File: src/rtl/manch_rx_pkg.sv
package manch_rx_pkg;
    typedef enum logic [1:0] {
        ST_IDLE,
        ST_HUNT,
        ST_DATA
    } rx_state_e;
endpackage

File: src/rtl/manch_edge.sv
module manch_edge #(
    parameter int SYNC_STAGES = 2
) (
    input  logic clk,
    input  logic rst_n,
    input  logic line_in,
    output logic level,
    output logic edge_det
);
    logic [SYNC_STAGES:0] pipe;

    always_ff @(posedge clk) begin
        if (!rst_n) pipe <= '0;
        else        pipe <= {pipe[SYNC_STAGES-1:0], line_in};
    end

    assign level    = pipe[SYNC_STAGES-1];
    assign edge_det = pipe[SYNC_STAGES] ^ pipe[SYNC_STAGES-1];
endmodule

File: src/rtl/manch_phase.sv
module manch_phase #(
    parameter int SPB   = 8,
    parameter int QUIET = 16
) (
    input  logic clk,
    input  logic rst_n,
    input  logic level,
    input  logic edge_det,
    output logic bit_stb,
    output logic bit_val,
    output logic quiet
);
    localparam int PH_W = $clog2(SPB);
    localparam int HALF = SPB / 2;
    localparam int TOL  = SPB / 4;
    localparam int Q_W  = $clog2(QUIET + 1);
    localparam logic [PH_W-1:0] MID_LO   = PH_W'(HALF - TOL);
    localparam logic [PH_W-1:0] MID_HI   = PH_W'(HALF + TOL);
    localparam logic [PH_W-1:0] MID_NEXT = PH_W'((HALF + 1) % SPB);
    localparam logic [PH_W-1:0] PH_MAX   = PH_W'(SPB - 1);
    localparam logic [Q_W-1:0]  Q_LAST   = Q_W'(QUIET - 1);
    localparam logic [Q_W-1:0]  Q_SAT    = Q_W'(QUIET);

    logic [PH_W-1:0] ph;
    logic [Q_W-1:0]  gap;
    logic            locked;
    logic            mid_win;
    logic            take_edge;

    assign mid_win   = (ph >= MID_LO) && (ph <= MID_HI);
    assign take_edge = edge_det && (!locked || mid_win);

    always_ff @(posedge clk) begin
        if (!rst_n) begin
            ph      <= '0;
            gap     <= '0;
            locked  <= 1'b0;
            bit_stb <= 1'b0;
            bit_val <= 1'b0;
            quiet   <= 1'b0;
        end else begin
            bit_stb <= take_edge;
            bit_val <= level;
            quiet   <= 1'b0;
            if (edge_det)          gap <= '0;
            else if (gap != Q_SAT) gap <= gap + 1'b1;
            if (!edge_det && gap == Q_LAST) begin
                quiet  <= 1'b1;
                locked <= 1'b0;
            end
            if (take_edge) begin
                ph     <= MID_NEXT;
                locked <= 1'b1;
            end else begin
                ph <= (ph == PH_MAX) ? '0 : ph + 1'b1;
            end
        end
    end

    // a decoded bit is always caused by a line transition
    p_bit_from_edge_r3: assert property (@(posedge clk) disable iff (!rst_n)
        bit_stb |-> $past(edge_det));
    // a boundary transition on a locked receiver yields no bit
    p_boundary_ignored_r3: assert property (@(posedge clk) disable iff (!rst_n)
        (edge_det && locked && ph == '0) |=> !bit_stb);
    // the quiet indication never coincides with a bit
    p_quiet_no_bit_r7: assert property (@(posedge clk) disable iff (!rst_n)
        quiet |-> !bit_stb);
endmodule

File: src/rtl/manch_deframe.sv
module manch_deframe
    import manch_rx_pkg::*;
#(
    parameter int              BYTE_W  = 8,
    parameter int              SFD_LEN = 6,
    parameter logic [SFD_LEN-1:0] SFD_PAT = 6'b101011
) (
    input  logic              clk,
    input  logic              rst_n,
    input  logic              bit_stb,
    input  logic              bit_val,
    input  logic              quiet,
    output logic              byte_valid,
    output logic [BYTE_W-1:0] byte_data,
    output logic              sof,
    output logic              eof,
    output logic              align_err
);
    localparam int CNT_W = $clog2(BYTE_W);
    localparam logic [CNT_W-1:0] CNT_LAST = CNT_W'(BYTE_W - 1);

    rx_state_e          st, nxt;
    logic [SFD_LEN-1:0] hist;
    logic [SFD_LEN-1:0] hist_next;
    logic [BYTE_W-1:0]  sh;
    logic [CNT_W-1:0]   cnt;
    logic               first;
    logic               sfd_hit;

    assign hist_next = {hist[SFD_LEN-2:0], bit_val};
    assign sfd_hit   = bit_stb && (hist_next == SFD_PAT);

    always_ff @(posedge clk) begin
        if (!rst_n) st <= ST_IDLE;
        else        st <= nxt;
    end

    always_comb begin
        nxt = st;
        unique case (st)
            ST_IDLE: if (bit_stb) nxt = ST_HUNT;
            ST_HUNT: begin
                if (quiet)        nxt = ST_IDLE;
                else if (sfd_hit) nxt = ST_DATA;
            end
            ST_DATA: if (quiet) nxt = ST_IDLE;
            default: nxt = ST_IDLE;
        endcase
    end

    always_ff @(posedge clk) begin
        if (!rst_n) begin
            hist       <= '0;
            sh         <= '0;
            cnt        <= '0;
            first      <= 1'b0;
            byte_valid <= 1'b0;
            byte_data  <= '0;
            sof        <= 1'b0;
            eof        <= 1'b0;
            align_err  <= 1'b0;
        end else begin
            byte_valid <= 1'b0;
            sof        <= 1'b0;
            eof        <= 1'b0;
            align_err  <= 1'b0;
            if (quiet)        hist <= '0;
            else if (bit_stb) hist <= hist_next;
            if (st == ST_HUNT && sfd_hit && !quiet) begin
                cnt   <= '0;
                first <= 1'b1;
            end
            if (st == ST_DATA) begin
                if (bit_stb) begin
                    sh <= {bit_val, sh[BYTE_W-1:1]};
                    if (cnt == CNT_LAST) begin
                        byte_valid <= 1'b1;
                        byte_data  <= {bit_val, sh[BYTE_W-1:1]};
                        sof        <= first;
                        first      <= 1'b0;
                        cnt        <= '0;
                    end else begin
                        cnt <= cnt + 1'b1;
                    end
                end
                if (quiet) begin
                    eof       <= 1'b1;
                    align_err <= (cnt != '0);
                end
            end
        end
    end

    // bytes only come out of the data state
    p_byte_in_data_r4: assert property (@(posedge clk) disable iff (!rst_n)
        byte_valid |-> ($past(st) == ST_DATA));
    // start marker only with a byte
    p_sof_with_byte_r6: assert property (@(posedge clk) disable iff (!rst_n)
        sof |-> byte_valid);
    // end marker leaves the machine idle and never coincides with a byte
    p_eof_to_idle_r7: assert property (@(posedge clk) disable iff (!rst_n)
        eof |-> (st == ST_IDLE && !byte_valid));
    // alignment error only with the end marker
    p_err_with_eof_r8: assert property (@(posedge clk) disable iff (!rst_n)
        align_err |-> eof);
endmodule

File: src/rtl/manch_rx.sv
module manch_rx #(
    parameter int SPB         = 8,
    parameter int QUIET       = 16,
    parameter int BYTE_W      = 8,
    parameter int SYNC_STAGES = 2
) (
    input  logic              clk,
    input  logic              rst_n,
    input  logic              line_in,
    output logic              byte_valid,
    output logic [BYTE_W-1:0] byte_data,
    output logic              sof,
    output logic              eof,
    output logic              align_err
);
    logic level, edge_det, bit_stb, bit_val, quiet;

    manch_edge #(.SYNC_STAGES(SYNC_STAGES)) u_edge (
        .clk(clk), .rst_n(rst_n), .line_in(line_in),
        .level(level), .edge_det(edge_det)
    );

    manch_phase #(.SPB(SPB), .QUIET(QUIET)) u_phase (
        .clk(clk), .rst_n(rst_n), .level(level), .edge_det(edge_det),
        .bit_stb(bit_stb), .bit_val(bit_val), .quiet(quiet)
    );

    manch_deframe #(.BYTE_W(BYTE_W)) u_deframe (
        .clk(clk), .rst_n(rst_n), .bit_stb(bit_stb), .bit_val(bit_val),
        .quiet(quiet), .byte_valid(byte_valid), .byte_data(byte_data),
        .sof(sof), .eof(eof), .align_err(align_err)
    );
endmodule

File: config.mk
export PLATFORM = sky130hd
export DESIGN_NAME = manch_rx
export DESIGN_NICKNAME = d
export VERILOG_FILES = /design/src/rtl/manch_rx_pkg.sv /design/src/rtl/manch_edge.sv /design/src/rtl/manch_phase.sv /design/src/rtl/manch_deframe.sv /design/src/rtl/manch_rx.sv
export SDC_FILE = /design/constraint.sdc
export NUM_CORES = 1
export LEC_CHECK = 0
export BUFFER_PORTS_ARGS = -buffer_cell sky130_fd_sc_hd__buf_2
export CAP_MARGIN = 40
export CORE_ASPECT_RATIO = 0.7
export CORE_MARGIN = 10
export CORE_UTILIZATION = 45
export CTS_CLUSTER_DIAMETER = 200
export DETAILED_ROUTE_END_ITERATION = 6
export MAX_ROUTING_LAYER = met4
export PLACE_DENSITY_LB_ADDON = 0.1
export SYNTH_ARGS = -nofsm -noshare
export SYNTH_HDL_FRONTEND = slang
export SYNTH_HIERARCHICAL = 1
export SYNTH_SLANG_ARGS = --single-unit
File: constraint.sdc
create_clock -name clk -period 1.71 [get_ports clk]
set_input_delay 0.0855 -clock clk [delete_from_list [all_inputs] [get_ports clk]]
set_output_delay 0.0855 -clock clk [all_outputs]
set_load 0.005 [all_outputs]
==> results of run 1 <==
## area by class of cell
| type | count | share of cell area |
|---|---|---|
| Clock inverter | 2 | 0.00743 |
| Sequential cell | 45 | 0.446 |
| Timing Repair Buffer | 19 | 0.0545 |
| Clock buffer | 6 | 0.0359 |
| Tap cell | 52 | 0.0322 |
| Inverter | 10 | 0.0186 |
| Multi-Input combinational cell | 126 | 0.406 |
## layer usage
metal  up-vias  share of wire  track usage
li1        688              -            -
met1       615           0.50        0.135
met2        15           0.44        0.154
met3         5          0.041       0.0360
met4         0          0.015       0.0489
met5         -              0            -
## logic make-up after synthesis
logic type	count (synthesis)	share of synthesized area
compound gates	28	0.0974
flops	45	0.498
xor+xnor	4	0.0194
mux	6	0.0332
fa+ha+maj	8	0.0553
simple gates	80	0.248
buf+inv	18	0.0491
## worst reg2reg max path, stage by stage, from the launching register on
cell and delay [ps]:
sky130_fd_sc_hd__dfxtp_1 390, sky130_fd_sc_hd__ha_1 190, sky130_fd_sc_hd__ha_1 210, sky130_fd_sc_hd__and4b_1 430, sky130_fd_sc_hd__nand2_1 110, sky130_fd_sc_hd__a21oi_1 130
## placed cells by master (no fill, tap or decap), types with 2 or more instances in the layout
cell and instances:
sky130_fd_sc_hd__buf_2 14, sky130_fd_sc_hd__nand2_1 30, sky130_fd_sc_hd__xnor2_1 2, sky130_fd_sc_hd__nand3_1 9, sky130_fd_sc_hd__buf_4 4, sky130_fd_sc_hd__o221ai_1 3
sky130_fd_sc_hd__xor2_1 2, sky130_fd_sc_hd__a21oi_1 18, sky130_fd_sc_hd__nor3b_1 2, sky130_fd_sc_hd__clkbuf_8 5, sky130_fd_sc_hd__a31o_2 2, sky130_fd_sc_hd__nand3b_1 2
sky130_fd_sc_hd__dfxtp_1 45, sky130_fd_sc_hd__and3_1 3, sky130_fd_sc_hd__nand2b_1 5, sky130_fd_sc_hd__and2_1 4, sky130_fd_sc_hd__nor2_1 11, sky130_fd_sc_hd__mux2i_1 6
sky130_fd_sc_hd__ha_1 8, sky130_fd_sc_hd__inv_1 9, sky130_fd_sc_hd__clkinvlp_4 2
## metrics by stage
stage / cell area [um^2] / setup WS (ps)
finish: 2020 / 197
global route: 2020 / 76.7
CTS: 2020 / 203
detailed placement: 1920 / 239
global placement: 1920 / 289
floorplan: 1810 / 364
## worst max-delay path by stage
stage,slack (ps),endpoint
2_1_floorplan,360,u_deframe/cnt[0]$_SDFF_PN0_
3_3_place_gp,290,u_deframe/byte_data[3]$_SDFFE_PN0P_
3_5_place_dp,240,u_deframe/byte_data[3]$_SDFFE_PN0P_
4_1_cts,200,u_deframe/byte_data[3]$_SDFFE_PN0P_
5_1_grt,80,u_deframe/byte_data[5]$_SDFFE_PN0P_
6_report,200,u_deframe/byte_data[5]$_SDFFE_PN0P_
## flip-flops by register name, summed over array words and instances, names as in the netlist, 2 cells and up
signal,count
u_deframe/hist,5
u_deframe/byte_data,8
u_deframe/cnt,3
u_phase/gap,5
u_edge/pipe,3
u_deframe/sh,7
u_deframe/st,2
u_phase/ph,3
## timing repair
item                                    CTS  global route
hold endpoints to repair                  1             0
gates resized for setup                   0             0
hold buffers                              1             0
endpoints found under the setup margin    0             0
## where the power goes
group / leakage (nW) / switching [mW] / internal (mW)
Combinational: 0.400 / 0.0559 / 0.0494
Sequential: 0.365 / 0.0249 / 1.08
Clock: 0.0374 / 0.351 / 0.288
==> results summary, run 1 <==
The flow ran to the end, and the final reports show no timing, DRC or antenna violations. Counting flops with a built-in enable in the synthesized netlist gives 0. The total power divided by cell area came out at 912 nW/um^2. The setup path with the least slack is of type reg2reg. At the end of routability-driven placement, the weighted congestion stood at 0.728. Across the VDD grid, the largest voltage drop is 519 uV. The number of iterations in the first detailed-routing pass is 4. The worst relative slew slack came out at 0.697.

The number of setup violations in the final report is 0. The launching point of the worst reg2reg path is u_deframe/cnt[1]$_SDFF_PN0_. The synthesized design spends more area on one cell type than any other, namely sky130_fd_sc_hd__dfxtp_1. Across all layers, the routed design uses 1,323 vias.

The worst hold path terminates at u_phase/ph[1]$_SDFF_PP0_. TritonCTS built the clock tree. The number of buffers created by CTS is 5. The measured slew at the worst slew-check pin is 455 ps. The most critical setup path has its startpoint at u_deframe/cnt[1]$_SDFF_PN0_. The final HPWL from detailed placement is 2430 um. The worst hold-check path type is in2reg. Broken down by cell family, the worst path's largest delay share belongs to simple AND/OR/NAND/NOR gates. The area of the multi-input gates came out at 821 um^2. The overall die area came out at 7000 um^2. The number of cells on the worst reg-to-reg path is 5. The layout overhead on the synthesized area is 11.7%. For this configuration, the core starts out at a cell density of 0.464. The async set or reset register ratio after synthesis is 0. The number of I/O pins is 15.

The total negative slack for setup checks came out at 0 ps. The instance count on the critical path came out at 5. The later pin in the worst-skew pair is clocked with a latency of 300 ps. The part of the cycle the worst path needs is 0.885. The initialized floorplan defines 19 standard-cell rows. The diode insertion count for antenna repair is 0. The portion of the post-synthesis area used by sequential elements came out at 0.498.

The tightest hold margin came out at 163 ps. The via count of the first global-routing pass came to 1,233. Dividing the synthesized area by the synthesized cell count gives 9.58 um^2. The synthesized area is 1810 um^2. The slack of the worst reg-to-reg path is 200 ps.

The ratio of cells with drive above 1 in the final layout came out at 0.163. The final cell count without fillers is 260. The total of warnings raised by yosys is 6. The commonest cells after synthesis are 45 x sky130_fd_sc_hd__dfxtp_1, 30 x sky130_fd_sc_hd__nand2_1, 18 x sky130_fd_sc_hd__a21oi_1. The number of max-slew violations in the final report is 0. The endpoint type of the worst setup path is a flip-flop.

In this run, placement finished with an instance count of 251. The maximum single-stage delay on the critical path is 430 ps. The endpoint identified for the worst register-to-register timing path is u_deframe/byte_data[5]$_SDFFE_PN0P_. The clock net in this run drives a total of 45 sinks. After detailed routing, the total wire length is 3380 um. The cell that appears most often on the critical path is sky130_fd_sc_hd__ha_1.

The cell count of the worst hold path is 3. Subtracting the final worst setup slack from the clock period gives 1510 ps. Synthesis handed over a netlist of 189 instances. The final core utilization is 0.519.

The highest clock frequency the design can meet is 0.661 GHz. The number of buffers inserted by port buffering came out at 14. The number of nets in the synthesized netlist is 200.

The buffer and inverter count on the worst path came out at 0. The count of filler cells inserted in the layout came out at 380. The clock transition at the registers of the reported paths came out at 80 ps. The first routing iteration left 50 violations.

The number of setup buffers added after CTS is 0. The critical path goes through ha_1, ha_1, and4b_1, nand2_1, a21oi_1. The area used by sequential logic in the layout came out at 901 um^2.

Sorting the synthesized cells by area gives the leading types as sky130_fd_sc_hd__dfxtp_1 50%, sky130_fd_sc_hd__nand2_1 6.2%, sky130_fd_sc_hd__ha_1 5.5%. The die is 73.1 um tall. CTS built an H-tree with a depth of 2. The launch instance of the worst min-delay path is rst_n. The clock root buffer is sky130_fd_sc_hd__clkbuf_8. The unique cell type count in the Yosys netlist is 41. The first global-routing pass estimated 5770 um of wire. The initial antenna violation count was 0. The routed wirelength normalized by instance count is 13.0 um.

Summed over all cells, the static leakage comes to 0.803 nW. The residual DRC count is 0. The maximum number of pins on one net before global-route repair came out at 21. The count of endpoints failing hold in the final timing report came to 0. The critical path data required time is 1940 ps. Summing internal, switching and leakage power gives 1.84 mW.

The clock passes through at most 2 buffers. The most used flip-flop cell after synthesis is sky130_fd_sc_hd__dfxtp_1. The critical path data arrival time is 1740 ps. The count of nets left with antenna violations after detail routing came out at 0. The count of nets after finishing is 218. In this run the horizontal extent of the chip is 95.8 um.

The total grt overflow is 0. The post-synthesis register bit count is 45. STA classifies the critical path startpoint as a flip-flop. In the global route stage, overall resource usage came out at 0.108. The area inside the core boundary is 3900 um^2. Of the post-synthesis cell area, the dominant cell type holds 0.498. The clock skew is 3.16 ps. The slowest stage of the critical path is the sky130_fd_sc_hd__and4b_1 cell. The detail-routed via count per cell is 5.09.

Of all nets on the critical path, the largest fanout is 9. Yosys instantiated no cell more often than sky130_fd_sc_hd__dfxtp_1. Setup repair after global routing left no endpoint under its margin. The number of violations of the max-capacitance limit came out at 0.
No activity file was read; power rests on OpenSTA's default activity.
==> run 2: changes to the inputs <==
- ABC_AREA: default -> 1
- CTS_BUF_LIST: default -> sky130_fd_sc_hd__clkbuf_8
==> results summary, run 2 <==
The cell that appears most often on the critical path is sky130_fd_sc_hd__nand2_2. The ratio of cells with drive above 1 in the final layout is 0.174 (+0.0103). The total negative slack for setup checks is 0 ps (unchanged). The count of filler cells inserted in the layout came out at 357 (-6.1%).

The final core utilization came out at 0.543 (+0.0246). The overall routing resource usage is 0.105 (-0.00270). The count of cells along the worst register-to-register path came out at 5 (unchanged). The detail-routed via count per cell was 4.71 (-7.5%). The number of setup violations in the final report was 0 (unchanged). The tightest hold margin was 249 ps (+86.6 ps). The count of nets left with antenna violations after detail routing came out at 0 (unchanged). The largest registers in the layout are u_deframe/byte_data: 8 flops, u_deframe/sh: 7 flops.

The layout overhead on the synthesized area is 11.6% (about the same). The worst register-to-register path begins at u_phase/bit_stb$_SDFF_PN0_. Leaving out fill and tap cells, the most frequent cells in the layout are 60 x sky130_fd_sc_hd__nand2_1, 45 x sky130_fd_sc_hd__dfxtp_1, 29 x sky130_fd_sc_hd__inv_1, 18 x sky130_fd_sc_hd__a21oi_1, 15 x sky130_fd_sc_hd__nand3_1. The routed wirelength normalized by instance count is 11.1 um (-15%). The post-synthesis register bit count is 45 (unchanged). The async set or reset register ratio after synthesis came out at 0 (unchanged). The number of cell rows came out at 18 (-1). The worst hold path belongs to the class in2reg. The number of cells produced by synthesis is 215 (+14%). The critical path data arrival time is 1470 ps (-270 ps). The leakage power was 0.895 nW (+11%). The number of violations of the max-capacitance limit is 0 (unchanged).

The unique cell type count in the Yosys netlist came out at 26 (-37%). The count of endpoints failing hold in the final timing report was 0 (unchanged). The x dimension of the die came out at 95.1 um (-0.77%).

The mean cell area of the mapped netlist is 8.26 um^2 (-14%). The total power is 1.78 mW (-3.3%). The placed instance area is 1890 um^2 (-1.7%). The portion of the post-synthesis area used by sequential elements came out at 0.507 (+0.00982). The number of buffers inserted by port buffering was 14 (unchanged). The clock skew came out at 8.09 ps (+4.93 ps).

The via count of the first global-routing pass was 1,299 (+5.4%). The total grt overflow is 0 (unchanged). The number of buffers created by CTS came out at 5 (unchanged).

The cell area after layout is 1980 um^2 (-2.0%). The measured slew at the worst slew-check pin is 479 ps (+23.9 ps). The initial cell density of the core came out at 0.487 (+0.0222). The detailed-routed wire length on met3 is 133 um (-2.9%). The diode insertion count for antenna repair is 0 (unchanged). Routed signal wires occupy layers up through met4. For hold timing, the worst endpoint is u_phase/bit_val$_SDFF_PN0_.

The highest clock frequency the design can meet came out at 0.779 GHz (+18%). The area inside the core boundary came out at 3650 um^2 (-6.4%). The overall die area is 6900 um^2 (-1.5%). In the post-synthesis netlist, the cell with the most instances is sky130_fd_sc_hd__nand2_1.

Among all stages on the critical path, the largest delay is contributed by sky130_fd_sc_hd__dfxtp_1. The number of enable-type register cells in the synthesized netlist is 0 (unchanged). The maximum number of pins on one net before global-route repair is 26 (+24%).

The worst register-to-register path ends at u_deframe/byte_data[6]$_SDFFE_PN0P_. The number of I/O pins is 15 (unchanged). The part of the cycle the worst path needs was 0.751 (-0.134). The synthesized area is 1780 um^2 (-1.9%). The start-to-end type of the worst setup path is reg2reg. The detailed-route wire length on metal 1 came out at 1550 um (-8.4%). The number of flip-flops under the largest register name is 8 (unchanged).

The residual DRC count was 0 (unchanged). The number of DRC markers after the initial detailed-route iteration came out at 54 (+8.0%). The clock tree buffer depth came out at 2 (unchanged). The clock transition at the registers of the reported paths came to 80 ps (about the same).

The launch instance of the worst min-delay path is rst_n. The endpoint type of the worst setup path is a flip-flop. The via count came to 1,346 (+1.7%). The register with the most flip-flops in the final layout is u_deframe/byte_data. The initial antenna violation count is 0 (unchanged). The last weighted congestion value of the routability-driven placer came out at 0.831 (+14%). The run finished with clean final reports. Of all cell types, the one taking the most synthesized area is sky130_fd_sc_hd__dfxtp_1.

The commonest cells after synthesis are 60 x sky130_fd_sc_hd__nand2_1, 45 x sky130_fd_sc_hd__dfxtp_1, 26 x sky130_fd_sc_hd__inv_1. The total wirelength of the detailed-routed design was 3170 um (-6.1%). The number of nets in the synthesized netlist came to 226 (+13%). The number of sinks handled by clock tree synthesis is 45 (unchanged). The count of nets after finishing is 246 (+13%). The number of max-slew violations in the final report came to 0 (unchanged). By area the synthesized netlist is led by sky130_fd_sc_hd__dfxtp_1 51%, sky130_fd_sc_hd__nand2_1 13%, sky130_fd_sc_hd__ha_1 5.6%. STA classifies the critical path startpoint as a flip-flop. The worst relative slew slack is 0.681 (-0.0159). Setup repair after global routing left no endpoint under its margin.

The wire length on met2 came out at 1470 um (-1.1%). The share of the synthesized area in the top cell type was 0.507 (+0.00982). The leading cell type in the layout, fill and taps excluded is sky130_fd_sc_hd__nand2_1. The final HPWL from detailed placement is 2390 um (-1.5%).

The clock period minus worst slack came out at 1280 ps (-229 ps). The total power divided by cell area is 900 nW/um^2 (-1.3%). The critical path data required time was 1890 ps (-50 ps).

The global-route wire length before repair is 5770 um (unchanged). The clock latency on the worst-skew pair came out at 290 ps (about the same). The vertical die dimension came out at 72.6 um (-0.70%).

The number of levels in the clock H-tree came to 2 (unchanged). The cell count of the worst hold path was 3 (unchanged). TritonCTS built the clock tree. The slack of the worst reg-to-reg path came out at 430 ps (+230 ps). The post-cts resize count is 0 (unchanged). The number of iterations in the first detailed-routing pass is 5 (+1). The worst ir drop on vdd is 679 uV (+31%). Traced cell by cell, the critical path runs through nand2_2, inv_6, nand2_2, nand3_1, o21ai_1. In the synthesized netlist the dominant register cell turns out to be sky130_fd_sc_hd__dfxtp_1. The clock root buffer is sky130_fd_sc_hd__clkbuf_8.

The maximum fanout along the worst path is 13 (+4). The maximum single-stage delay on the critical path came out at 470 ps (+40 ps). The total of warnings raised by yosys came to 6 (unchanged).
## run 2: cell types whose count changed after synthesis, moves of 5 or more
cell	previous run	this run
sky130_fd_sc_hd__inv_1	9	26
sky130_fd_sc_hd__nand2_1	30	60
sky130_fd_sc_hd__mux2i_1	6	0
sky130_fd_sc_hd__nand3_1	9	15
sky130_fd_sc_hd__nand2b_1	5	0
## run 2: per-layer routing
metal / vias to the layer above / track usage
met1: 610 / 0.127
met2: 19 / 0.159
li1: 715 / -
met5: - / -
met4: 0 / 0.0414
met3: 2 / 0.0339
## run 2: logic make-up after synthesis
| group | count (synthesis) | share of synthesized area |
|---|---|---|
| and+or+nand+nor | 99 | 0.256 |
| DFF | 45 | 0.507 |
| buffers and inverters | 34 | 0.0824 |
| AOI/OAI and AO/OA | 28 | 0.0930 |
| adders and majority gates | 8 | 0.0564 |
| xor gates and xnor gates | 1 | 0.00493 |
## run 2: critical path: cells and delay by family, from the launching register on
kind / cells / cell delay (ps)
flip-flops: 1 / 470
AND/OR/NAND/NOR: 3 / 470
buffers and inverters: 1 / 170
AO/OA/AOI/OAI: 1 / 70
## run 2: worst max-delay path by stage
stage                                                endpoint  slack, ps                    startpoint  cells after the start
after CTS                 u_deframe/byte_data[6]$_SDFFE_PN0P_        420    u_phase/bit_stb$_SDFF_PN0_                      5
after global routing      u_deframe/byte_data[1]$_SDFFE_PN0P_        270  u_deframe/st[1]$_SDFFE_PN0P_                      7
after global placement    u_deframe/byte_data[6]$_SDFFE_PN0P_        510  u_deframe/st[1]$_SDFFE_PN0P_                      7
final                     u_deframe/byte_data[6]$_SDFFE_PN0P_        430    u_phase/bit_stb$_SDFF_PN0_                      5
after floorplan           u_deframe/byte_data[7]$_SDFFE_PN0P_        620   u_deframe/cnt[0]$_SDFF_PN0_                      6
after detailed placement  u_deframe/byte_data[6]$_SDFFE_PN0P_        430    u_phase/bit_stb$_SDFF_PN0_                      5
## run 2: layout make-up
type	count	area (um^2)	area share
Sequential cell	45	901	0.455
Multi-Input combinational cell	136	728	0.367
Inverter	32	130	0.0657
Timing Repair Buffer	15	80.1	0.0404
Clock buffer	5	68.8	0.0347
Tap cell	50	62.6	0.0316
Clock inverter	3	11.3	0.00568
## run 2: report_power, final
group	leakage [nW]	total [mW]	switching (mW)	internal, mW
clock	0.0519	0.599	0.326	0.273
combinational	0.478	0.0911	0.0567	0.0344
sequential	0.365	1.09	0.0212	1.07
## run 2: what timing repair did
action / CTS / global route
hold endpoints to repair: 1 / 0
buffers inserted: 0 / 0
hold buffers: 1 / 0
## run 2: metrics by stage
| step | setup slack [ps] | instances |
|---|---|---|
| floorplan | 620 | 215 |
| global placement | 505 | 277 |
| detailed placement | 428 | 277 |
| CTS | 419 | 286 |
| global route | 273 | 286 |
| finish | 426 | 286 |
